**src/rtl/ccm_fmt_pkg.sv**
```systemverilog
package ccm_fmt_pkg;
    // Fixed CCM parameters for this frame format
    localparam int TAG_OCTETS   = 8;
    localparam int LEN_OCTETS   = 2;
    localparam int BLK_OCTETS   = 16;
    localparam int NONCE_OCTETS = 15 - LEN_OCTETS;
    localparam int PN_OCTETS    = 6;
    localparam int ADDR_OCTETS  = 6;

    localparam int BLK_W   = BLK_OCTETS * 8;
    localparam int NONCE_W = NONCE_OCTETS * 8;
    localparam int LEN_W   = LEN_OCTETS * 8;
    localparam int PN_W    = PN_OCTETS * 8;
    localparam int ADDR_W  = ADDR_OCTETS * 8;
    localparam int CNT_W   = $clog2(BLK_OCTETS + 1);

    localparam logic [2:0] TAG_CODE = 3'((TAG_OCTETS - 2) / 2);
    localparam logic [2:0] LEN_CODE = 3'(LEN_OCTETS - 1);

    typedef enum logic [1:0] {
        KIND_B0  = 2'd0,
        KIND_CTR = 2'd1,
        KIND_PAY = 2'd2
    } blk_kind_e;

    typedef enum logic [2:0] {
        ST_IDLE = 3'd0,
        ST_B0   = 3'd1,
        ST_CTR  = 3'd2,
        ST_GATH = 3'd3,
        ST_PAY  = 3'd4
    } fmt_state_e;

    typedef struct packed {
        fmt_state_e         st;
        logic [NONCE_W-1:0] nonce;
        logic [LEN_W-1:0]   total;
        logic [LEN_W-1:0]   remain;
        logic [LEN_W-1:0]   ctr;
        logic               aad;
        logic               done;
    } fmt_regs_t;

    typedef struct packed {
        logic [BLK_W-1:0] acc;
        logic [CNT_W-1:0] cnt;
    } gath_regs_t;

    function automatic logic [7:0] auth_flags(input logic aad);
        return {1'b0, aad, TAG_CODE, LEN_CODE};
    endfunction

    function automatic logic [7:0] ctr_flags();
        return {5'b0, LEN_CODE};
    endfunction
endpackage

```
**src/rtl/ccm_nonce_pack.sv**
```systemverilog
module ccm_nonce_pack
    import ccm_fmt_pkg::*;
(
    input  logic [7:0]         prio,
    input  logic [ADDR_W-1:0]  addr,
    input  logic [PN_W-1:0]    pkt_num,
    output logic [NONCE_W-1:0] nonce
);
    localparam int PN_LSB   = 0;
    localparam int ADDR_LSB = PN_W;
    localparam int PRIO_LSB = PN_W + ADDR_W;

    // Octet-wise placement, most significant octet of each field first
    for (genvar a = 0; a < ADDR_OCTETS; a++) begin : g_addr
        assign nonce[ADDR_LSB + 8*a +: 8] = addr[8*a +: 8];
    end
    for (genvar p = 0; p < PN_OCTETS; p++) begin : g_pn
        assign nonce[PN_LSB + 8*p +: 8] = pkt_num[8*p +: 8];
    end
    assign nonce[PRIO_LSB +: 8] = prio;
endmodule

```
**src/rtl/ccm_octet_gather.sv**
```systemverilog
module ccm_octet_gather
    import ccm_fmt_pkg::*;
(
    input  logic             clk,
    input  logic             rst_n,
    input  logic             enable,
    input  logic [CNT_W-1:0] want,
    input  logic             in_valid,
    input  logic [7:0]       in_octet,
    output logic             in_ready,
    input  logic             consume,
    output logic             full,
    output logic [BLK_W-1:0] blk
);
    gath_regs_t r_q, r_d;

    assign in_ready = enable && (r_q.cnt < want);
    assign full     = enable && (want != '0) && (r_q.cnt == want);
    assign blk      = r_q.acc;

    always_comb begin
        r_d = r_q;
        if (consume) begin
            // Clearing leaves the zero padding for the next block
            r_d.acc = '0;
            r_d.cnt = '0;
        end else if (in_ready && in_valid) begin
            r_d.acc[BLK_W - 1 - 8*int'(r_q.cnt) -: 8] = in_octet;
            r_d.cnt = r_q.cnt + 1'b1;
        end
    end

    always_ff @(posedge clk) begin
        if (!rst_n) begin
            r_q <= '0;
        end else begin
            r_q <= r_d;
        end
    end
endmodule

```
**src/rtl/ccm_block_build.sv**
```systemverilog
module ccm_block_build
    import ccm_fmt_pkg::*;
(
    input  blk_kind_e          kind,
    input  logic [NONCE_W-1:0] nonce,
    input  logic               aad,
    input  logic [LEN_W-1:0]   total,
    input  logic [LEN_W-1:0]   ctr,
    input  logic [BLK_W-1:0]   pay_blk,
    output logic [BLK_W-1:0]   blk
);
    always_comb begin
        case (kind)
            KIND_B0:  blk = {auth_flags(aad), nonce, total};
            KIND_CTR: blk = {ctr_flags(), nonce, ctr};
            default:  blk = pay_blk;
        endcase
    end
endmodule

```
**src/rtl/ccm_block_fmt.sv**
```systemverilog
module ccm_block_fmt
    import ccm_fmt_pkg::*;
(
    input  logic               clk,
    input  logic               rst_n,
    input  logic               frame_start,
    input  logic [7:0]         prio,
    input  logic [ADDR_W-1:0]  addr,
    input  logic [PN_W-1:0]    pkt_num,
    input  logic [LEN_W-1:0]   pay_len,
    input  logic               aad_present,
    input  logic               pay_valid,
    input  logic [7:0]         pay_octet,
    output logic               pay_ready,
    output logic               blk_valid,
    input  logic               blk_ready,
    output logic [1:0]         blk_kind,
    output logic [BLK_W-1:0]   blk_data,
    output logic [CNT_W-1:0]   blk_octets,
    output logic [NONCE_W-1:0] nonce,
    output logic               busy,
    output logic               frame_done
);
    fmt_regs_t r_q, r_d;

    logic [NONCE_W-1:0] nonce_in;
    logic [CNT_W-1:0]   want;
    logic               gath_en;
    logic               gath_full;
    logic               consume;
    logic [BLK_W-1:0]   pay_blk;
    blk_kind_e          kind;

    ccm_nonce_pack u_nonce (
        .prio    (prio),
        .addr    (addr),
        .pkt_num (pkt_num),
        .nonce   (nonce_in)
    );

    // Octets for the block being gathered: a full block or the remainder
    assign want = (r_q.remain >= LEN_W'(BLK_OCTETS)) ? CNT_W'(BLK_OCTETS)
                                                     : r_q.remain[CNT_W-1:0];

    assign gath_en = (r_q.st == ST_GATH) || (r_q.st == ST_PAY);
    assign consume = (r_q.st == ST_PAY) && blk_ready;

    ccm_octet_gather u_gath (
        .clk      (clk),
        .rst_n    (rst_n),
        .enable   (gath_en),
        .want     (want),
        .in_valid (pay_valid),
        .in_octet (pay_octet),
        .in_ready (pay_ready),
        .consume  (consume),
        .full     (gath_full),
        .blk      (pay_blk)
    );

    always_comb begin
        case (r_q.st)
            ST_B0:   kind = KIND_B0;
            ST_PAY:  kind = KIND_PAY;
            default: kind = KIND_CTR;
        endcase
    end

    ccm_block_build u_build (
        .kind    (kind),
        .nonce   (r_q.nonce),
        .aad     (r_q.aad),
        .total   (r_q.total),
        .ctr     (r_q.ctr),
        .pay_blk (pay_blk),
        .blk     (blk_data)
    );

    assign blk_valid  = (r_q.st == ST_B0) || (r_q.st == ST_CTR) || (r_q.st == ST_PAY);
    assign blk_kind   = kind;
    assign blk_octets = (r_q.st == ST_PAY) ? want : CNT_W'(BLK_OCTETS);
    assign nonce      = r_q.nonce;
    assign busy       = (r_q.st != ST_IDLE);
    assign frame_done = r_q.done;

    always_comb begin
        r_d      = r_q;
        r_d.done = 1'b0;
        case (r_q.st)
            ST_IDLE: begin
                if (frame_start) begin
                    r_d.nonce  = nonce_in;
                    r_d.total  = pay_len;
                    r_d.remain = pay_len;
                    r_d.aad    = aad_present;
                    r_d.ctr    = '0;
                    r_d.st     = ST_B0;
                end
            end
            ST_B0: begin
                if (blk_ready) r_d.st = ST_CTR;
            end
            ST_CTR: begin
                if (blk_ready) begin
                    if (r_q.remain == '0) begin
                        r_d.done = 1'b1;
                        r_d.st   = ST_IDLE;
                    end else begin
                        r_d.ctr = r_q.ctr + 1'b1;
                        r_d.st  = ST_GATH;
                    end
                end
            end
            ST_GATH: begin
                if (gath_full) r_d.st = ST_PAY;
            end
            ST_PAY: begin
                if (blk_ready) begin
                    r_d.remain = r_q.remain - LEN_W'(want);
                    r_d.st     = ST_CTR;
                end
            end
            default: r_d.st = ST_IDLE;
        endcase
    end

    always_ff @(posedge clk) begin
        if (!rst_n) begin
            r_q <= '0;
        end else begin
            r_q <= r_d;
        end
    end
endmodule

```
**config.mk**
```make
export PLATFORM = sky130hd
export DESIGN_NAME = ccm_block_fmt
export DESIGN_NICKNAME = d
export VERILOG_FILES = /design/src/rtl/ccm_fmt_pkg.sv /design/src/rtl/ccm_nonce_pack.sv /design/src/rtl/ccm_octet_gather.sv /design/src/rtl/ccm_block_build.sv /design/src/rtl/ccm_block_fmt.sv
export SDC_FILE = /design/constraint.sdc
export NUM_CORES = 1
export LEC_CHECK = 0
export BUFFER_PORTS_ARGS = -buffer_cell sky130_fd_sc_hd__buf_2
export CAP_MARGIN = 25
export CORE_MARGIN = 4
export CORE_UTILIZATION = 57
export DETAILED_ROUTE_END_ITERATION = 8
export MAX_ROUTING_LAYER = met4
export PLACE_DENSITY = 0.86
export RECOVER_POWER = 25
export SYNTH_ARGS = -nofsm -noshare
export SYNTH_HDL_FRONTEND = slang
export SYNTH_SLANG_ARGS = --single-unit
```
**constraint.sdc**
```tcl
create_clock -name clk -period 10.49 [get_ports clk]
set_input_delay 1.049 -clock clk [delete_from_list [all_inputs] [get_ports clk]]
set_output_delay 1.049 -clock clk [all_outputs]
set_load 0.005 [all_outputs]
```
======== Word level (Yosys, flattened, before mapping) ========
Cells that the tools add are included.
operators by class
  add/sub/neg operators ................... 5
  $mul .................................... 0
  div/mod/pow operators ................... 0
  $lt $le $gt $ge ......................... 2
  equal/unequal tests ..................... 12
  shift-type cells ........................ 2
  multiplexer cells ....................... 17
  bitwise operators ....................... 1
  reductions and logical operators ........ 22
operator list
  cell                                                                 number
  case mux 128 bit (2 select lines)                                    1
  two-way mux 156 bit                                                  1
  variable shift 8 x 33 -> 135 bit (first input constant)              1
  indexed part select 8 x 33 -> 135 bit                                1
  bitwise mux 128 bit                                                  1
  case mux 16 bit (2 select lines)                                     2
  two-way mux 16 bit                                                   3
  negation 32 -> 33 bit                                                1
  adder 16 x 1 -> 16 bit (second input constant)                       1
  greater-or-equal comparator 16 x 5 -> 1 bit (second input constant)  1
  zero test 16 bit                                                     1
  subtractor 16 x 5 -> 16 bit                                          1
  case mux 3 bit (4 select lines)                                      1
  two-way mux 5 bit                                                    2
  inequality test 2 bit (second input constant)                        5
  two-way mux 3 bit                                                    3
  subtractor 7 x 8 -> 9 bit (first input constant)                     1
  AND reduction 4 bit                                                  2
  == test 3 x 2 -> 1 bit (second input constant)                       2
  AND reduction 3 bit                                                  2
  adder 5 x 1 -> 5 bit (second input constant)                         1
  == test 5 bit                                                        1
  logical AND 1 bit                                                    5
  < comparator 5 bit                                                   1
  16 further kinds                                                     20
storage, ports and cells
  bits in registers ....................... 290
  bits in latches ......................... 0
  RAM bits ................................ 0
  ROM bits ................................ 0
  input port bits ......................... 134
  output and inout port bits .............. 243
  word-level logic and storage cells ...... 70
  memories ................................ 0

======== Depth between registers and ports, before layout ========
  depth in word-level cells ............... 7
  mapped depth ............................ 13

======== Cells and area by module ========
A second synthesis with hierarchy kept.
unflattened totals
  cell total of the unflattened synthesis .. 1,894
  area total of the unflattened synthesis .. 16,205.5 sq um
by module, submodules not included
  module            instances  cells an instance  area an instance (sq um)  sequential area each (sq um)
  ccm_block_fmt     1          924                7,215.7                   3,143.0
  ccm_octet_gather  1          687                6,523.8                   2,662.6
  ccm_block_build   1          179                1,685.4                   0.0
  ccm_nonce_pack    1          104                780.7                     0.0

======== Worst setup path after synthesis ========
No wires, ideal clock.
  kind .................................... flip-flop to output port
  from .................................... register r_q[22] in the netlist's numbering
  to ...................................... output port pay_ready
  arrival ................................. 3.119 ns
  required time ........................... 9.441 ns
  path slack .............................. 6.322 ns
  cell stages (with the launch flop) ...... 13
  cell sequence ........................... dfxtp_1 buf_6 or4_4 nor4_4 clkbuf_1 nand2_1 ha_1 nor2b_1 o21a_1 o21a_1 o21ai_0 clkbuf_1 and2_1
on the way
  cells in the longest elaborated chain, start to end .. 4
ends and longest elaborated chain
  element                                      RTL line                RTL
  start: declaration                           ccm_block_fmt.sv:24     fmt_regs_t r_q, r_d;
  start signal: assignment                     ccm_block_fmt.sv:131    r_q <= r_d;
  greater-or-equal comparator 16 x 5 -> 1 bit  ccm_block_fmt.sv:42     assign want = (r_q.remain >= LEN_W'(BLK_OCTETS)) ? CNT_W'(BLK_OCTETS)
  two-way mux 5 bit *                          ccm_block_fmt.sv:42
  < comparator 5 bit *                         ccm_octet_gather.sv:17  assign in_ready = enable && (r_q.cnt < want);
  logical AND 1 bit *                          ccm_octet_gather.sv:17
  end: declaration                             ccm_block_fmt.sv:14     output logic pay_ready,
Every way passes the cells marked *; elsewhere a longest branch is shown, timed or not.

======== Worst setup path in the final report ========
  from .................................... register r_q[155] in the netlist's numbering
  to ...................................... output port blk_data[2]
on the way
  cells in the longest elaborated chain, start to end .. 4
  elaborated cells on any way between the ends .. 6
ends and longest elaborated chain
  element                                                           RTL line               RTL
  == test 3 bit / == test 3 x 1 -> 1 bit (equally long branches)    ccm_block_fmt.sv:62    case (r_q.st)
  case mux 2 bit (2 select lines) *                                 ccm_block_fmt.sv:62
  == test 2 x 1 -> 1 bit / zero test 2 bit (equally long branches)  ccm_block_build.sv:13  case (kind)
  case mux 128 bit (2 select lines) *                               ccm_block_build.sv:13
  end: declaration                                                  ccm_block_fmt.sv:18    output logic [BLK_W-1:0] blk_data,
Marked as above.

==> flow_summary.json <==
{
  "cts_tree": "built",
  "placementRows": 56,
  "grt_overflow": 0,
  "start_util_pct": 58.0,
  "worst_clock_skew_ns": 0.0194,
  "dr.pass1.iters": 5,
  "clockBufferDepth": 3,
  "cts_resized": 0,
  "comb_power_share_pct": 22.3,
  "hpwl_um": 27300,
  "power_leakage_nw": 7.84,
  "io_pins": 377,
  "area_growth_pct": 15.4,
  "pwr-share-clk_pct": 36.2,
  "gp_congestion": 0.959,
  "cts_buffers": 31,
  "synthCells": 1807,
  "worst_slack_ns": 4.27,
  "max_slew.worst_pin.slew_ns": 3.24,
  "die_y_um": 163,
  "grt_max_degree": 97,
  "core_area_mm2": 0.0235,
  "slew_viol_final": 198,
  "wl_per_cell_um": 17.3,
  "dieArea_mm2": 0.0265,
  "tns_ns": 0,
  "crit_type": "register to output port",
  "viasPerCell": 5.46,
  "outcome": "finished, violations left",
  "p_switching_mw": 0.937,
  "grt_pass1_vias": 12200,
  "die_w_um": 163,
  "netlist_area_mm2": 0.0137,
  "setup_viol": 0,
  "final_common_cell": "nand2_1",
  "num_antenna_cells": 0,
  "hold_path.class": "register to register",
  "worstSetupStartpointType": "register",
  "rsz0062_at_grt": "no",
  "cts.sinks": 290,
  "peakVddDrop_v": 0.000140,
  "ys_ff_latch": 290,
  "layout_common_cells": "nand2_1 (749), buf_2 (318), dfxtp_1 (290), mux2i_1 (148), a21oi_1 (138)",
  "swShare_pct": 30.8,
  "max-cap-violations": 3,
  "vias": 12800,
  "syn-num-nets": 1949,
  "drt_iter0_markers": 1106,
  "fill_cells": 2019,
  "async_flop_share_pct": 0,
  "required_ns": 9.44,
  "ctsRootBufferMaster": "clkbuf_16",
  "period_minus_slack_ns": 6.22,
  "ys_seq_area_share_pct": 42.5,
  "ys_warn_count": 0,
  "antenna_found_initial": 0,
  "hold_viol": 0,
  "violations": "max-capacitance violations, max-slew violations",
  "power_per_cell_area_mw_per_mm2": 193,
  "synth_cell_types": 55,
  "intPower_mw": 2.11,
  "power_frac_seq_pct": 41.5,
  "fin_crit_sh_pct": 59.3,
  "path_clk_slew_ns": 0.06,
  "wl_um": 40500,
  "hold_buffers": 0,
  "crit_path_max_fanout": 91,
  "worst_hold_slack_ns": 0.449,
  "max-slew-margin-rel_pct": -116,
  "critPathCaptureType": "output port",
  "final_nets": 2146,
  "post_cts_buffers": 0,
  "max_freq_mhz": 161,
  "avgSynthCellArea_um2": 7.56,
  "cp.arrival_ns": 5.17,
  "track_usage_pct": 29.7,
  "grt_pass1_wl_um": 62800,
  "clk_latency_ns": 0.55,
  "ant_nets": 0,
  "route.detailed.drc": 0,
  "port_buffers": 376,
  "pre_cts_slack_ns": 6.11,
  "cts_max_level": 1,
  "synth_edf_count": 0,
  "layout-drive-gt1-share_pct": 19.3,
  "synthFlopType": "dfxtp_1"
}
## area by class of cell
cell class,instances,area [µm²],share of cell area [%]
multi-input cells,1285,6580,41.8
flip-flops and latches,290,5810,36.8
repair buffers,389,1910,12.1
clock buffers,48,930,5.90
well taps,319,399,2.53
clock inverters,5,103,0.651
inverters,7,30.0,0.191
## sequential cells by signal, summed over array words and instances, names as in the netlist
register	flops
u_gath.r_q	5
nonce	104
frame_done	1
u_gath.blk	128
r_q	52
## metrics by stage
step,cells,total power [mW],utilization (%),area (µm²)
floorplan,1807,1.76,-,13700
global placement,2289,1.94,62.9,14800
detailed placement,2289,1.96,62.9,14800
CTS,2342,3.05,67.2,15800
global route,2343,3.19,66.9,15800
finish,2343,3.05,66.9,15800
## critical path, cell delays in order (launching register included)
cell,delay [ns]
dfxtp_1,0.50
nor2_1,0.22
nand2_1,1.29
inv_4,1.38
buf_4,0.64
nor2_1,0.22
nand2_1,0.11
nand2_1,0.07
buf_2,0.15
## synth_stat cells (13+ instances only)
master	number	area, µm²
nand3_1	20	100
mux2i_1	148	1480
buf_4	106	796
clkbuf_1	106	398
nand2_1	749	2810
a21oi_1	139	696
o21ai_0	28	140
nor3_1	13	65.1
nor2_1	40	150
nor4_1	14	87.6
nand4_1	20	125
dfxtp_1	290	5810
xnor2_1	15	131
## path summary, 6_finish.rpt
| kind | start | endpoint | slack [ns] | cells past startpoint |
|---|---|---|---|---|
| max reg2reg | r_q[155] | u_gath.blk[58] | 4.86 | 8 |
| min reg2reg | u_gath.blk[120] | u_gath.blk[120] | 0.45 | 2 |
| min | u_gath.blk[120] | u_gath.blk[120] | 0.45 | 2 |
| max | r_q[155] | blk_data[2] | 4.27 | 8 |
## layer usage
layer	share of wire (%)	wire, µm	vias to the layer above	global-route usage, %
met1	41	16500	5982	36.8
met3	7.3	2940	82	3.64
met2	49	19900	584	51.3
li1	-	-	6156	-
met4	3.0	1230	0	8.69
met5	0	0	-	-
## cells by family after synthesis
group / after synthesis / share of synthesized area [%]
buf+inv: 232 / 9.46
fa+ha+maj: 8 / 0.733
mux: 150 / 11.0
simple gates: 913 / 27.4
xor+xnor: 17 / 1.09
compound gates: 196 / 7.79
flops: 290 / 42.5
other cells: 1 / 0.0275
## power by group through the flow
stage / Sequential (mW) / Clock [mW] / Combinational [mW]
floorplan: 1.26 / 0 / 0.505
global placement: 1.28 / 0 / 0.666
detailed placement: 1.28 / 0 / 0.676
finish: 1.26 / 1.10 / 0.678
CTS: 1.26 / 1.11 / 0.681
global route: 1.27 / 1.16 / 0.749
Power figures use the tool's default switching activity.
